## config.mk

```make
export PLATFORM = sky130hd
export DESIGN_NAME = frame_serial_rx
export DESIGN_NICKNAME = d
export VERILOG_FILES = /design/src/rtl/fsr_pkg.sv /design/src/rtl/fsr_bitclk.sv /design/src/rtl/fsr_deser.sv /design/src/rtl/fsr_rxbuf.sv /design/src/rtl/frame_serial_rx.sv
export SDC_FILE = /design/constraint.sdc
export NUM_CORES = 1
export LEC_CHECK = 0
export BUFFER_PORTS_ARGS = -buffer_cell sky130_fd_sc_hd__buf_4
export CORE_ASPECT_RATIO = 1.75
export CORE_UTILIZATION = 55
export CTS_CLUSTER_DIAMETER = 100
export DETAILED_ROUTE_END_ITERATION = 6
export HOLD_SLACK_MARGIN = 0.08
export PLACE_DENSITY_LB_ADDON = 0.25
export SETUP_SLACK_MARGIN = 0.3
export SLEW_MARGIN = 20
export SYNTH_ARGS = -nofsm -noshare
export SYNTH_HDL_FRONTEND = slang
export SYNTH_SLANG_ARGS = --single-unit
```

## constraint.sdc

```tcl
create_clock -name clk -period 3.8 [get_ports clk]
set_input_delay 0.19 -clock clk [delete_from_list [all_inputs] [get_ports clk]]
set_output_delay 0.19 -clock clk [all_outputs]
set_load 0.05 [all_outputs]
```

## src/rtl/fsr_pkg.sv

```systemverilog
package fsr_pkg;

   // receiver framing phases
   typedef enum logic [1:0] {
      RX_ARM  = 2'd0,   // waiting to issue the opening frame sync
      RX_SYNC = 2'd1,   // frame sync is on the line for one bit period
      RX_RUN  = 2'd2    // continuous unframed words
   } rx_state_e;

   // width of a counter able to hold 0 .. n-1 (at least one bit)
   function automatic int idx_width(input int n);
      return (n > 1) ? $clog2(n) : 1;
   endfunction

endpackage

```

## src/rtl/fsr_bitclk.sv

```systemverilog
module fsr_bitclk #(
   parameter int DIV_W = 8
) (
   input  logic             clk,
   input  logic             rst_n,
   input  logic             run_i,
   input  logic [DIV_W-1:0] div_i,
   output logic             sclk_o,
   output logic             rise_o
);

   logic [DIV_W-1:0] cnt_q;
   logic             sclk_q;
   logic             term_cnt;

   generate
      if (DIV_W < 1) begin : g_bad_div_w
         $error("fsr_bitclk: DIV_W must be at least 1");
      end
   endgenerate

   // a half period ends when the counter reaches the divisor; the >= keeps
   // the clock alive if the divisor is lowered under a running count
   assign term_cnt = (cnt_q >= div_i);

   always_ff @(posedge clk or negedge rst_n) begin
      if (!rst_n) begin
         cnt_q  <= '0;
         sclk_q <= 1'b0;
      end else if (!run_i) begin
         cnt_q  <= '0;
         sclk_q <= 1'b0;
      end else if (term_cnt) begin
         cnt_q  <= '0;
         sclk_q <= ~sclk_q;
      end else begin
         cnt_q  <= cnt_q + 1'b1;
      end
   end

   // high during the system cycle whose closing edge raises the bit clock
   assign rise_o = run_i && term_cnt && !sclk_q;
   assign sclk_o = sclk_q;


   hold_mid_half_chk: assert property (@(posedge clk) disable iff (!rst_n)
      (run_i && (cnt_q < div_i)) |=> $stable(sclk_q));


   idle_low_chk: assert property (@(posedge clk) disable iff (!rst_n)
      !run_i |=> !sclk_q);

endmodule

```

## src/rtl/fsr_deser.sv

```systemverilog
module fsr_deser
   import fsr_pkg::*;
#(
   parameter int WORD_W = 16
) (
   input  logic              clk,
   input  logic              rst_n,
   input  logic              run_i,
   input  logic              rise_i,
   input  logic              sdi_i,
   output logic              fsync_o,
   output logic [WORD_W-1:0] word_o,
   output logic              word_vld_o
);

   localparam int CNT_W = idx_width(WORD_W);
   localparam logic [CNT_W-1:0] LAST_BIT = CNT_W'(WORD_W - 1);

   rx_state_e         state_q;
   logic [CNT_W-1:0]  bitcnt_q;
   logic [WORD_W-1:0] shreg_q;
   logic [WORD_W-1:0] word_q;
   logic              vld_q;
   logic              fsync_q;
   logic [WORD_W-1:0] shifted;

   generate
      if (WORD_W < 2) begin : g_bad_word_w
         $error("fsr_deser: WORD_W must be at least 2");
      end
   endgenerate

   // MSB first: older bits move up, the new bit enters at bit 0
   assign shifted = {shreg_q[WORD_W-2:0], sdi_i};

   always_ff @(posedge clk or negedge rst_n) begin
      if (!rst_n) begin
         state_q  <= RX_ARM;
         bitcnt_q <= '0;
         shreg_q  <= '0;
         word_q   <= '0;
         vld_q    <= 1'b0;
         fsync_q  <= 1'b0;
      end else if (!run_i) begin
         state_q  <= RX_ARM;
         bitcnt_q <= '0;
         vld_q    <= 1'b0;
         fsync_q  <= 1'b0;
      end else begin
         vld_q <= 1'b0;
         if (rise_i) begin
            unique case (state_q)
               RX_ARM: begin
                  fsync_q <= 1'b1;
                  state_q <= RX_SYNC;
               end
               RX_SYNC, RX_RUN: begin
                  fsync_q <= 1'b0;
                  state_q <= RX_RUN;
                  shreg_q <= shifted;
                  if (bitcnt_q == LAST_BIT) begin
                     bitcnt_q <= '0;
                     word_q   <= shifted;
                     vld_q    <= 1'b1;
                  end else begin
                     bitcnt_q <= bitcnt_q + 1'b1;
                  end
               end
               default: begin
                  state_q <= RX_ARM;
                  fsync_q <= 1'b0;
               end
            endcase
         end
      end
   end

   assign fsync_o    = fsync_q;
   assign word_o     = word_q;
   assign word_vld_o = vld_q;


   sync_once_chk: assert property (@(posedge clk) disable iff (!rst_n)
      $rose(fsync_q) |-> ($past(state_q) == RX_ARM));


   no_sync_in_run_chk: assert property (@(posedge clk) disable iff (!rst_n)
      (state_q == RX_RUN) |-> !fsync_q);


   word_boundary_chk: assert property (@(posedge clk) disable iff (!rst_n)
      vld_q |-> ((bitcnt_q == '0) && (state_q == RX_RUN)));

endmodule

```

## src/rtl/fsr_rxbuf.sv

```systemverilog
module fsr_rxbuf
   import fsr_pkg::*;
#(
   parameter int WORD_W = 16,
   parameter int DEPTH  = 8,
   localparam int PTR_W = idx_width(DEPTH)
) (
   input  logic              clk,
   input  logic              rst_n,
   input  logic              run_i,
   input  logic              wr_i,
   input  logic [WORD_W-1:0] wdata_i,
   input  logic [PTR_W-1:0]  rd_addr_i,
   output logic [WORD_W-1:0] rd_data_o,
   output logic              flag_o
);

   localparam logic [PTR_W-1:0] LAST_PTR = PTR_W'(DEPTH - 1);
   localparam bit POW2 = (DEPTH == (1 << PTR_W));

   logic [PTR_W-1:0]  ptr_q;
   logic [PTR_W-1:0]  ptr_nxt;
   logic              flag_q;
   logic [WORD_W-1:0] ent_data [DEPTH];

   generate
      if (DEPTH < 2) begin : g_bad_depth
         $error("fsr_rxbuf: DEPTH must be at least 2");
      end

      // pointer wrap: free-running for power-of-two depths, compared otherwise
      if (POW2) begin : g_wrap_free
         assign ptr_nxt = ptr_q + 1'b1;
      end else begin : g_wrap_cmp
         assign ptr_nxt = (ptr_q == LAST_PTR) ? '0 : ptr_q + 1'b1;
      end

      // one register per entry, each with its own write decode
      for (genvar e = 0; e < DEPTH; e++) begin : g_ent
         logic [WORD_W-1:0] q;
         always_ff @(posedge clk or negedge rst_n) begin
            if (!rst_n) begin
               q <= '0;
            end else if (wr_i && (ptr_q == PTR_W'(e))) begin
               q <= wdata_i;
            end
         end
         assign ent_data[e] = q;
      end
   endgenerate

   always_ff @(posedge clk or negedge rst_n) begin
      if (!rst_n) begin
         ptr_q  <= '0;
         flag_q <= 1'b0;
      end else begin
         if (!run_i) begin
            ptr_q <= '0;
         end else if (wr_i) begin
            ptr_q <= ptr_nxt;
         end
         if (run_i && wr_i && (ptr_q == LAST_PTR)) begin
            flag_q <= ~flag_q;
         end
      end
   end

   assign rd_data_o = ({1'b0, rd_addr_i} < (PTR_W + 1)'(DEPTH)) ? ent_data[rd_addr_i] : '0;
   assign flag_o    = flag_q;


   ptr_in_range_chk: assert property (@(posedge clk) disable iff (!rst_n)
      ({1'b0, ptr_q} < (PTR_W + 1)'(DEPTH)));


   flag_on_last_chk: assert property (@(posedge clk) disable iff (!rst_n)
      !$stable(flag_q) |-> ($past(wr_i) && ($past(ptr_q) == LAST_PTR)));


   rearm_ptr_chk: assert property (@(posedge clk) disable iff (!rst_n)
      !run_i |=> (ptr_q == '0));

endmodule

```

## src/rtl/frame_serial_rx.sv

```systemverilog
module frame_serial_rx
   import fsr_pkg::*;
#(
   parameter int WORD_W = 16,
   parameter int DIV_W  = 8,
   parameter int GROUP  = 8,
   localparam int PTR_W = idx_width(GROUP)
) (
   input  logic              clk,
   input  logic              rst_n,
   input  logic              enable,
   input  logic [DIV_W-1:0]  clk_div,
   input  logic              sdi,
   output logic              sclk_o,
   output logic              fsync_o,
   output logic              grp_flag_o,
   input  logic [PTR_W-1:0]  rd_addr,
   output logic [WORD_W-1:0] rd_data
);

   logic              rise;
   logic [WORD_W-1:0] word;
   logic              word_vld;

   generate
      if (WORD_W != 16) begin : g_word_note
         $info("frame_serial_rx: built with a non-16-bit word");
      end
   endgenerate

   fsr_bitclk #(
      .DIV_W (DIV_W)
   ) u_bitclk (
      .clk    (clk),
      .rst_n  (rst_n),
      .run_i  (enable),
      .div_i  (clk_div),
      .sclk_o (sclk_o),
      .rise_o (rise)
   );

   fsr_deser #(
      .WORD_W (WORD_W)
   ) u_deser (
      .clk        (clk),
      .rst_n      (rst_n),
      .run_i      (enable),
      .rise_i     (rise),
      .sdi_i      (sdi),
      .fsync_o    (fsync_o),
      .word_o     (word),
      .word_vld_o (word_vld)
   );

   fsr_rxbuf #(
      .WORD_W (WORD_W),
      .DEPTH  (GROUP)
   ) u_rxbuf (
      .clk       (clk),
      .rst_n     (rst_n),
      .run_i     (enable),
      .wr_i      (word_vld),
      .wdata_i   (word),
      .rd_addr_i (rd_addr),
      .rd_data_o (rd_data),
      .flag_o    (grp_flag_o)
   );


   sync_with_clock_chk: assert property (@(posedge clk) disable iff (!rst_n)
      $rose(fsync_o) |-> $rose(sclk_o));

endmodule

```

==> results of run 1 <==
-- per-stage QoR --
step	hold WS [ns]	cells	total power [µW]	setup slack, ns	area (µm²)
5_1_grt	0.271	747	4000	0.887	9150
4_1_cts	0.493	746	3920	1.02	9110
2_1_floorplan	-0.106	520	2010	1.45	8080
3_3_place_gp	0.368	711	2070	1.12	8460
6_report	0.250	747	3880	1.05	9150
3_5_place_dp	0.405	711	2070	1.03	8460
-- critical path: cells and delay by family (launching register included) --
kind | cells | cell delay (ns)
adders and majority gates | 1 | 0.27
muxes | 1 | 0.42
AOI/OAI and AO/OA | 2 | 0.50
buffers and inverters | 1 | 0.06
and+or+nand+nor | 2 | 0.96
DFF | 1 | 0.42
-- state kept, by name, summed over array words and instances, names as in the netlist --
signal,count
u_bitclk.cnt_q,8
u_rxbuf.g_ent.q,128
u_deser.word_o,16
u_deser.word_vld_o,1
u_rxbuf.flag_o,1
u_deser.state_q,2
u_deser.shreg_q,15
u_rxbuf.ptr_q,3
u_bitclk.sclk_o,1
u_deser.bitcnt_q,4
-- worst min path at each step --
stage	start	to
after CTS	u_rxbuf.flag_o	u_rxbuf.flag_o
final	rst_n	u_rxbuf.g_ent[7].q[12]
after global placement	rst_n	u_rxbuf.g_ent[4].q[12]
after floorplan	rst_n	u_bitclk.cnt_q[0]
after global routing	rst_n	u_rxbuf.g_ent[7].q[12]
after detailed placement	rst_n	u_rxbuf.g_ent[7].q[12]
-- layout make-up --
class	count	share of cell area, %
clock inverters	14	2.16
clock buffers	18	4.69
multi-input cells	302	37.4
inverters	14	0.574
repair buffers	40	3.76
flip-flops and latches	179	49.0
well taps	180	2.46
-- kinds of logic (layout without fill, tap and decap cells) --
logic type               after synthesis  count (layout)
XOR/XNOR                               9               9
AO/OA/AOI/OAI                         15              15
multiplexers                         210             210
buffers and inverters                 39              86
flip-flops                           179             179
AND/OR/NAND/NOR                       51              51
adder cells (fa/ha/maj)               17              17
-- what timing repair did --
| action | in CTS | in global routing |
|---|---|---|
| buffers inserted | 0 | 0 |
| endpoints found under the hold margin | 114 | 0 |
| hold buffers | 3 | 0 |
-- power breakdown --
part           switching, µW  leakage (µW)  internal [µW]
combinational           79.0       0.00178           45.2
sequential              5.13       0.00250           1910
clock                    733      0.000302           1110
-- synthesized netlist by cell type (all sizes together), types with 2 or more instances --
library cell	n
inv	14
mux4	32
clkbuf	11
xor2	5
ha	17
o21ai	2
nor2	15
mux2	175
dfrtp	179
nand3	13
buf	14
mux2i	3
o21a	2
a21oi	5
nand2	12
xnor2	4
and3	3
-- per-layer routing --
metal / global-route usage (%) / wire length (µm)
met1: 26.8 / 6070
met2: 41.0 / 8840
met3: 3.84 / 299
met4: 8.67 / 353
met5: 0 / 0
==> summary.md, run 1 <==
| Metric | Value |
|---|---|
| Status | completed |
| CTS Buf Count | 17 |
| Die H | 162 µm |
| Endpoints failing setup | 0 |
| Setup crit start | u_bitclk.cnt_q[0] |
| Crit path to | u_deser.word_o[5] |
| Flops & latches, synth | 179 |
| CTS tree | built |
| Nets | 586 |
| Syn_area_per_cell | 15.5 µm² |
| RSZ-0062 raised after global routing | no |
| Slowest Stage Delay on Critical Path | 0.85 ns |
| Syn_nets | 552 |
| Worst skew pair latency | 0.42 ns |
| Most common cell after layout, fill and taps aside | dfrtp_1 |
| Yosys warning total | 0 |
| Area Overhead vs Synth | 13.3% |
| Core Region | 14400 µm² |
| Yosys top cell area share | 55.5% |
| Vias in the first global route | 4779 |
| Adder-Cell Fraction of Synth Area | 2.63% |
| Number of flops mapped to enable cells by yosys | 0 |
| Max Cap Viol | 0 |
| Yosys top cell by area | dfrtp_1 |
| First-pass GRT wire length | 25400 µm |
| Final core utilization | 63.7% |
| Crit share post-route | 72.4% |
| Worst reg2reg endpoint | u_deser.word_o[5] |
| Pwr Density | 424 nW/µm² |
| Post-synthesis mux area share | 34.1% |
| Share of post-route cells with drive strength above 1 | 49.4% |
| Req. time, crit path | 4.09 ns |
| Reg area | 4480 µm² |
| Worst-path clk slew | 0.07 ns |
| Leak pwr | 0.00458 µW |
| Main synth FF type | dfrtp_1 |
| Synth Area in Simple Gates | 3.27% |
| Reg2Reg Setup Slack | 1.05 ns |
| Slowest stage cell, crit path | nor3_4 |
| IO Pins | 34 |
| Std-Cell Rows | 58 |
| Crit Path Category | reg2reg |
| Post-DRT Antenna Nets | 0 |
| Number of fill cells | 1053 |
| Resize count post-CTS | 0 |
| Largest net degree at the start of global routing | 113 |
| Overall routing resource usage | 22.7% |
| CP Max Fanout | 17 |
| Worst Skew | 0.0115 ns |
| Worst-Margin Slew | 1.07 ns |
| Worst setup SP type | register |
| ANT cells | 0 |
| Drt drc | 0 |
| Die ar. | 15200 µm² |
| Peak Freq | 0.363 GHz |
| DRT iter0 DRCs | 200 |
| Via density | 5.85 |
| Area of the multi-input gates | 3420 µm² |
| Max_slew headroom | 28.7% |
| Die width | 93.6 µm |
| Most frequent cells in the layout | dfrtp_1 (179), mux2_2 (166), buf_4 (34), mux4_2 (32) |
| Max rail drop VDD | 0.000316 V |
| Crit-path cells | inv_1, ha_1, nand2b_4, a2111oi_2, o31a_1, nor3_4, mux2_2 |
| Root Driver | clkbuf_16 |
| Final worst path period need | 2.75 ns |
| Via count | 4369 |
| Sequential share of the synthesized area | 55.5% |
| H-tree Lvls | 4 |
| Hold crit path type | in2async |
| Initial Util | 56.2% |
| Synth cell types | 36 |
| Synthesized netlist cell count | 520 |
| Initial antenna violation count | 0 |
| Hold Vio Cnt, Final | 0 |
| GRT overflow | 0 |
| Fin Setup TNS | 0 ns |
| Clock sinks | 179 |
| CTS max path bufs | 2 |
| Drt pass-1 iters | 4 |
| Ranking of synthesized cells by area | dfrtp_1 (55%), mux2_2 (23%), mux4_2 (8.9%), ha_1 (2.6%), mux2_4 (1.7%) |
| Main combinational cell family by area after synthesis | multiplexers |
| Mapped cell area | 8080 µm² |
| Slew Viols, Final | 0 |
| HPWL Detailed | 9590 µm |
| Post-Synth XOR/XNOR Area | 0.976% |
| Worst r2r path cells | 7 |
| R2R Path Start | u_bitclk.cnt_q[0] |
| Crit. End Element | register |
| Avg WL per Cell | 20.8 µm |
| Port buffer count | 33 |
| Final WL | 15600 µm |
| GPL Wtd Cong | 0.829 |
| WP data arrival | 3.04 ns |
| Async SR Flop Fraction | 100% |
| Compound-gate portion of the synthesized area | 1.29% |
Power figures use the tool's default switching activity.
==> run 2, diff against run 1 <==
Clock period 3.8 ns to 2.32 ns, I/O delays scaled along.
==> summary.md, run 2 (synthesis gave the netlist of run 1 again) <==
| Metric | Value |
|---|---|
| Status | completed (unchanged) |
| Share of post-route cells with drive strength above 1 | 52.8% (was 49.4%) |
| Area Overhead vs Synth | 17.1% (was 13.3%) |
| Drt drc | 0 (unchanged) |
| Slowest Stage Delay on Critical Path | 0.34 ns (was 0.85 ns) |
| Via density | 5.80 (was 5.85) |
| Initial Util | 56.2% (unchanged) |
| Die width | 93.6 µm (unchanged) |
| RSZ-0062 raised after global routing | yes (was no) |
| Buf/Inv on CP | 3 (was 1) |
| Pwr Density | 644 nW/µm² (was 424 nW/µm²) |
| Fin Setup TNS | 0 ns (unchanged) |
| Leak pwr | 0.00473 µW (was 0.00458 µW) |
| Endpoints failing setup | 0 (unchanged) |
| Area of the multi-input gates | 3450 µm² (was 3420 µm²) |
| Slowest stage cell, crit path | dfrtp_1 (was nor3_4) |
| Max_slew headroom | 55.8% (was 28.7%) |
| Crit-path cells | inv_1, ha_1, nand2b_4, a2111oi_4, o31a_1, nor3_4, buf_6, clkbuf_16, mux2_4 (was inv_1, ha_1, nand2b_4, a2111oi_2, o31a_1, nor3_4, mux2_2) |
| Vias in the first global route | 5101 (was 4779) |
| Max Cap Viol | 0 (unchanged) |
| Top Family by Delay on Critical Path | compound AO/OA/AOI/OAI gates (was simple AND/OR/NAND/NOR gates) |
| Final worst path period need | 2.16 ns (was 2.75 ns) |
| Worst path depth | 9 (was 7) |
| Crit path to | u_deser.word_o[14] (was u_deser.word_o[5]) |
| HPWL Detailed | 10700 µm (was 9590 µm) |
| H-tree Lvls | 4 (unchanged) |
| Clock sinks | 179 (unchanged) |
| Worst setup SP type | register (unchanged) |
| Post-DRT Antenna Nets | 0 (unchanged) |
| Overall routing resource usage | 23.5% (was 22.7%) |
| Nets | 618 (was 586) |
| Initial antenna violation count | 0 (unchanged) |
| Die ar. | 15200 µm² (unchanged) |
| Avg WL per Cell | 21.2 µm (was 20.8 µm) |
| Max reg flops | 128 (unchanged) |
| IO Pins | 34 (unchanged) |
| Dpl cells | 732 (was 711) |
| Hold crit path type | in2async (unchanged) |
| Worst skew pair latency | 0.42 ns (about the same) |
| Crit share post-route | 93.2% (was 72.4%) |
| Number of fill cells | 1038 (was 1053) |
| Worst r2r path cells | 9 (was 7) |
| Std-Cell Rows | 58 (unchanged) |
| DRT iter0 DRCs | 280 (was 200) |
| GRT overflow | 0 (unchanged) |
| CTS Buf Count | 17 (unchanged) |
| R2R Path Start | u_bitclk.cnt_q[0] (unchanged) |
| Via count | 4519 (was 4369) |
| Non-filler cells, final | 779 (was 747) |
| Worst-path clk slew | 0.07 ns (about the same) |
| Hold Vio Cnt, Final | 0 (unchanged) |
| GPL Wtd Cong | 0.755 (was 0.829) |
| ANT cells | 0 (unchanged) |
| Worst reg2reg endpoint | u_deser.word_o[14] (was u_deser.word_o[5]) |
| Port buffer count | 33 (unchanged) |
| Peak Freq | 0.462 GHz (was 0.363 GHz) |
| First-pass GRT wire length | 26400 µm (was 25400 µm) |
| WP data arrival | 2.46 ns (was 3.04 ns) |
| Drt pass-1 iters | 4 (unchanged) |
| CTS tree | built (unchanged) |
| Largest net degree at the start of global routing | 73 (was 113) |
| CTS max path bufs | 2 (unchanged) |
| Crit. End Element | register (unchanged) |
| Reg with most FFs | u_rxbuf.g_ent.q (unchanged) |
| Final WL | 16500 µm (was 15600 µm) |
| Max rail drop VDD | 0.000436 V (was 0.000316 V) |
| Most common cell after layout, fill and taps aside | dfrtp_1 (unchanged) |
| Core Region | 14400 µm² (unchanged) |
| CP Max Fanout | 8 (was 17) |
| Root Driver | clkbuf_16 (unchanged) |
| Req. time, crit path | 2.61 ns (was 4.09 ns) |
| Slew Viols, Final | 0 (unchanged) |
| Crit Path Category | reg2reg (unchanged) |
| Reg2Reg Setup Slack | 0.16 ns (was 1.05 ns) |
| Setup crit start | u_bitclk.cnt_q[0] (unchanged) |
| Worst-Margin Slew | 0.662 ns (was 1.07 ns) |
| Die H | 162 µm (unchanged) |
| Most frequent cells in the layout | dfrtp_1 (177), mux2_2 (166), buf_4 (57), mux4_2 (32), clkbuf_16 (19) (was dfrtp_1 (179), mux2_2 (166), buf_4 (34), mux4_2 (32)) |
| Worst Skew | 0.0154 ns (was 0.0115 ns) |
| Reg area | 4480 µm² (about the same) |
## run 2: repair_timing
| item | in CTS | in global routing |
|---|---|---|
| pin swaps | 2 | 0 |
| endpoints found under the hold margin | 77 | 0 |
| gates cloned | 0 | 2 |
| gates resized for setup | 2 | 3 |
| endpoints found under the setup margin | 41 | 42 |
| hold buffers | 3 | 0 |
| setup buffers | 5 | 5 |
## run 2: power by group
part	internal, µW	switching (µW)
clock network	1500	1230
logic	91.9	143
registers	3130	4.21
total	4710	1380
## run 2: layer usage
layer / track usage (%) / routed length [µm]
met2: 43.3 / 9420
met5: 0 / 0
met1: 27.7 / 6610
met4: 7.48 / 239
met3: 3.70 / 266
## run 2: how the worst min path moves through the flow
stage,slack (ns),end,cells after the start,startpoint
finish,0.27,u_rxbuf.g_ent[4].q[13],2,rst_n
global route,0.31,u_rxbuf.g_ent[7].q[13],2,rst_n
CTS,0.29,u_rxbuf.g_ent[7].q[13],2,rst_n
detailed placement,0.18,u_rxbuf.g_ent[4].q[13],1,rst_n
global placement,0.16,u_rxbuf.g_ent[4].q[13],1,rst_n
floorplan,-0.18,u_bitclk.cnt_q[0],0,rst_n
## run 2: stage by stage
stage	setup WS [ns]	total power [µW]	util [%]	cell area (µm²)	hold slack (ns)
3_5_place_dp	0.106	3420	60.6	8700	0.176
4_1_cts	0.221	6140	65.1	9350	0.294
2_1_floorplan	0.158	3290	-	8100	-0.180
5_1_grt	0.0824	6290	65.8	9460	0.309
3_3_place_gp	0.178	3410	60.6	8700	0.157
6_report	0.157	6090	65.8	9460	0.269
## run 2: final cells by class
type | instances | area share, %
flip-flops and latches | 179 | 47.4
multi-input cells | 302 | 36.5
repair buffers | 72 | 7.30
clock buffers | 19 | 4.58
well taps | 180 | 2.38
clock inverters | 13 | 1.34
inverters | 14 | 0.556
==> run 3, diff against run 2 <==
Settings changed: PLACE_DENSITY from default to 0.72, PLACE_DENSITY_LB_ADDON 0.25 to default, SLEW_MARGIN 20 to 5.
Clock period 2.32 ns to 2.2 ns, I/O delays scaled along.
==> summary.md, run 3 (synthesis gave the netlist of run 1 again) <==
| Metric | Value |
|---|---|
| Nets | 616 (was 618) |
| Pwr Density | 685 nW/µm² (was 644 nW/µm²) |
| Crit. End Element | register (unchanged) |
| Req. time, crit path | 2.49 ns (was 2.61 ns) |
| Share of post-route cells with drive strength above 1 | 52.6% (was 52.8%) |
| CTS tree | built (unchanged) |
| Worst setup SP type | register (unchanged) |
| GPL Wtd Cong | 0.817 (was 0.755) |
| Switch share | 22.4% (was 22.6%) |
| ANT cells | 0 (unchanged) |
| Drt drc | 0 (unchanged) |
| Fin Setup TNS | 0 ns (unchanged) |
| Initial antenna violation count | 0 (unchanged) |
| CP Max Fanout | 17 (was 8) |
| Final WL | 16500 µm (about the same) |
| Clock power frac | 44.9% (was 44.7%) |
| CTS Buf Count | 17 (unchanged) |
| Part of the power in registers | 51.2% (was 51.4%) |
| Slowest stage cell, crit path | dfrtp_1 (unchanged) |
| Avg WL per Cell | 21.2 µm (about the same) |
| Core Region | 14400 µm² (unchanged) |
| Crit share post-route | 96.8% (was 93.2%) |
| Vias in the first global route | 5133 (was 5101) |
| Final worst path period need | 2.13 ns (was 2.16 ns) |
| Reg with most FFs | u_rxbuf.g_ent.q (unchanged) |
| Area of the multi-input gates | 3470 µm² (was 3450 µm²) |
| Worst slack at placement | 0.0754 ns (was 0.106 ns) |
| Initial Util | 56.2% (unchanged) |
| Std-Cell Rows | 58 (unchanged) |
| Root Driver | clkbuf_16 (unchanged) |
| Crit Path Category | reg2reg (unchanged) |
| WP data arrival | 2.42 ns (was 2.46 ns) |
| Leak pwr | 0.00471 µW (was 0.00473 µW) |
| Number of fill cells | 1032 (was 1038) |
| P_int | 5010 µW (was 4710 µW) |
| CTS max path bufs | 2 (unchanged) |
| Die H | 162 µm (unchanged) |
| Hold crit path type | in2async (unchanged) |
| Via density | 5.82 (was 5.80) |
| Drt pass-1 iters | 4 (unchanged) |
| Switching power | 1440 µW (was 1380 µW) |
| Pwr Total | 6450 µW (was 6090 µW) |
| Die width | 93.6 µm (unchanged) |
| Status | completed (unchanged) |
| Final core utilization | 65.6% (was 65.8%) |
| Clock sinks | 179 (unchanged) |
| Reg area | 4480 µm² (about the same) |
| Slowest Stage Delay on Critical Path | 0.36 ns (was 0.34 ns) |
| GRT overflow | 0 (unchanged) |
| Post-DRT Antenna Nets | 0 (unchanged) |
| Area Overhead vs Synth | 16.7% (was 17.1%) |
| Worst skew pair latency | 0.42 ns (about the same) |
| Most frequent cells in the layout | dfrtp_1 (178), mux2_2 (159), buf_4 (56), mux4_2 (32), clkbuf_16 (17) (was dfrtp_1 (177), mux2_2 (166), buf_4 (57), mux4_2 (32), clkbuf_16 (19)) |
| Max_slew headroom | 53.4% (was 55.8%) |
| Worst-Margin Slew | 0.699 ns (was 0.662 ns) |
| RSZ-0062 raised after global routing | yes (unchanged) |
| Worst Skew | 0.0120 ns (was 0.0154 ns) |
| HPWL Detailed | 10800 µm (was 10700 µm) |
| Comb pwr share | 3.9% (about the same) |
| Overall routing resource usage | 23.9% (was 23.5%) |
| Max reg flops | 128 (unchanged) |
| Die ar. | 15200 µm² (unchanged) |
| Crit-path cells | inv_1, ha_1, nand2b_4, a2111oi_4, o31a_1, nor3_4, buf_12, mux2_4 (was inv_1, ha_1, nand2b_4, a2111oi_4, o31a_1, nor3_4, buf_6, clkbuf_16, mux2_4) |
| Peak Freq | 0.470 GHz (was 0.462 GHz) |
| H-tree Lvls | 4 (unchanged) |
| Most common cell after layout, fill and taps aside | dfrtp_1 (unchanged) |
| Largest net degree at the start of global routing | 74 (was 73) |
| Setup ws final | 0.0713 ns (was 0.157 ns) |
| Slew Viols, Final | 0 (unchanged) |
| Worst-path clk slew | 0.07 ns (about the same) |
| First-pass GRT wire length | 26700 µm (was 26400 µm) |
| Max rail drop VDD | 0.000520 V (was 0.000436 V) |
| Hold Vio Cnt, Final | 0 (unchanged) |
| Endpoints failing setup | 0 (unchanged) |
| Via count | 4526 (was 4519) |
| IO Pins | 34 (unchanged) |
| DRT iter0 DRCs | 202 (was 280) |
| Port buffer count | 33 (unchanged) |
| Max Cap Viol | 0 (unchanged) |
==> run 3: worst paths after layout <==
check / start / end / slack [ns] / depth (start not counted)
max in group asynchronous: rst_n / u_rxbuf.g_ent[0].q[13] / 1.14 / 3
worst max register to register: u_bitclk.cnt_q[0] / u_deser.word_o[13] / 0.07 / 8
worst min register to register: u_rxbuf.flag_o / u_rxbuf.flag_o / 0.49 / 1
worst max-delay path: u_bitclk.cnt_q[0] / u_deser.word_o[13] / 0.07 / 8
worst min-delay path: rst_n / u_rxbuf.g_ent[4].q[12] / 0.27 / 2
min in group clk: u_rxbuf.flag_o / u_rxbuf.flag_o / 0.49 / 1
==> run 3: timing repair <==
action                                 CTS  global route
hold buffers                             3             0
gates resized for setup                  2            12
setup endpoints to repair               44            51
endpoints found under the hold margin   82             0
pin swaps                                1             1
gates cloned                             0             0
buffers inserted                         3             2
==> run 3: power by group through the flow <==
| stage | sequential, µW | combinational, µW | clock (µW) |
|---|---|---|---|
| 2_1_floorplan | 3370 | 107 | 0 |
| 3_3_place_gp | 3360 | 246 | 0 |
| 3_5_place_dp | 3360 | 253 | 0 |
| 4_1_cts | 3300 | 261 | 2960 |
| 5_1_grt | 3300 | 283 | 3090 |
| 6_report | 3300 | 255 | 2900 |
==> run 3: area by class of cell <==
class,instances,share of cell area (%)
inverters,14,0.558
clock buffers,19,4.70
multi-input cells,302,36.8
clock inverters,13,1.33
well taps,180,2.39
repair buffers,70,6.65
flip-flops and latches,179,47.5
==> run 3: layer usage <==
metal,wire [µm],track usage (%)
met5,0,0
met4,306,8.39
met3,436,4.07
met2,9300,43.5
met1,6450,27.9
==> run 3: critical path: cells and delay by family, from the launching register on <==
family / cells / cell delay, ns
AOI/OAI and AO/OA: 2 / 0.63
adders and majority gates: 1 / 0.27
buffers and inverters: 2 / 0.22
DFF: 1 / 0.36
muxes: 1 / 0.30
and+or+nand+nor: 2 / 0.22
==> run 3: stage by stage <==
step,cells,hold slack [ns],area [µm²]
after CTS,775,0.300,9370
after floorplan,520,-0.186,8100
after global routing,777,0.319,9420
final,777,0.267,9420
after global placement,737,0.169,8730
after detailed placement,737,0.174,8730
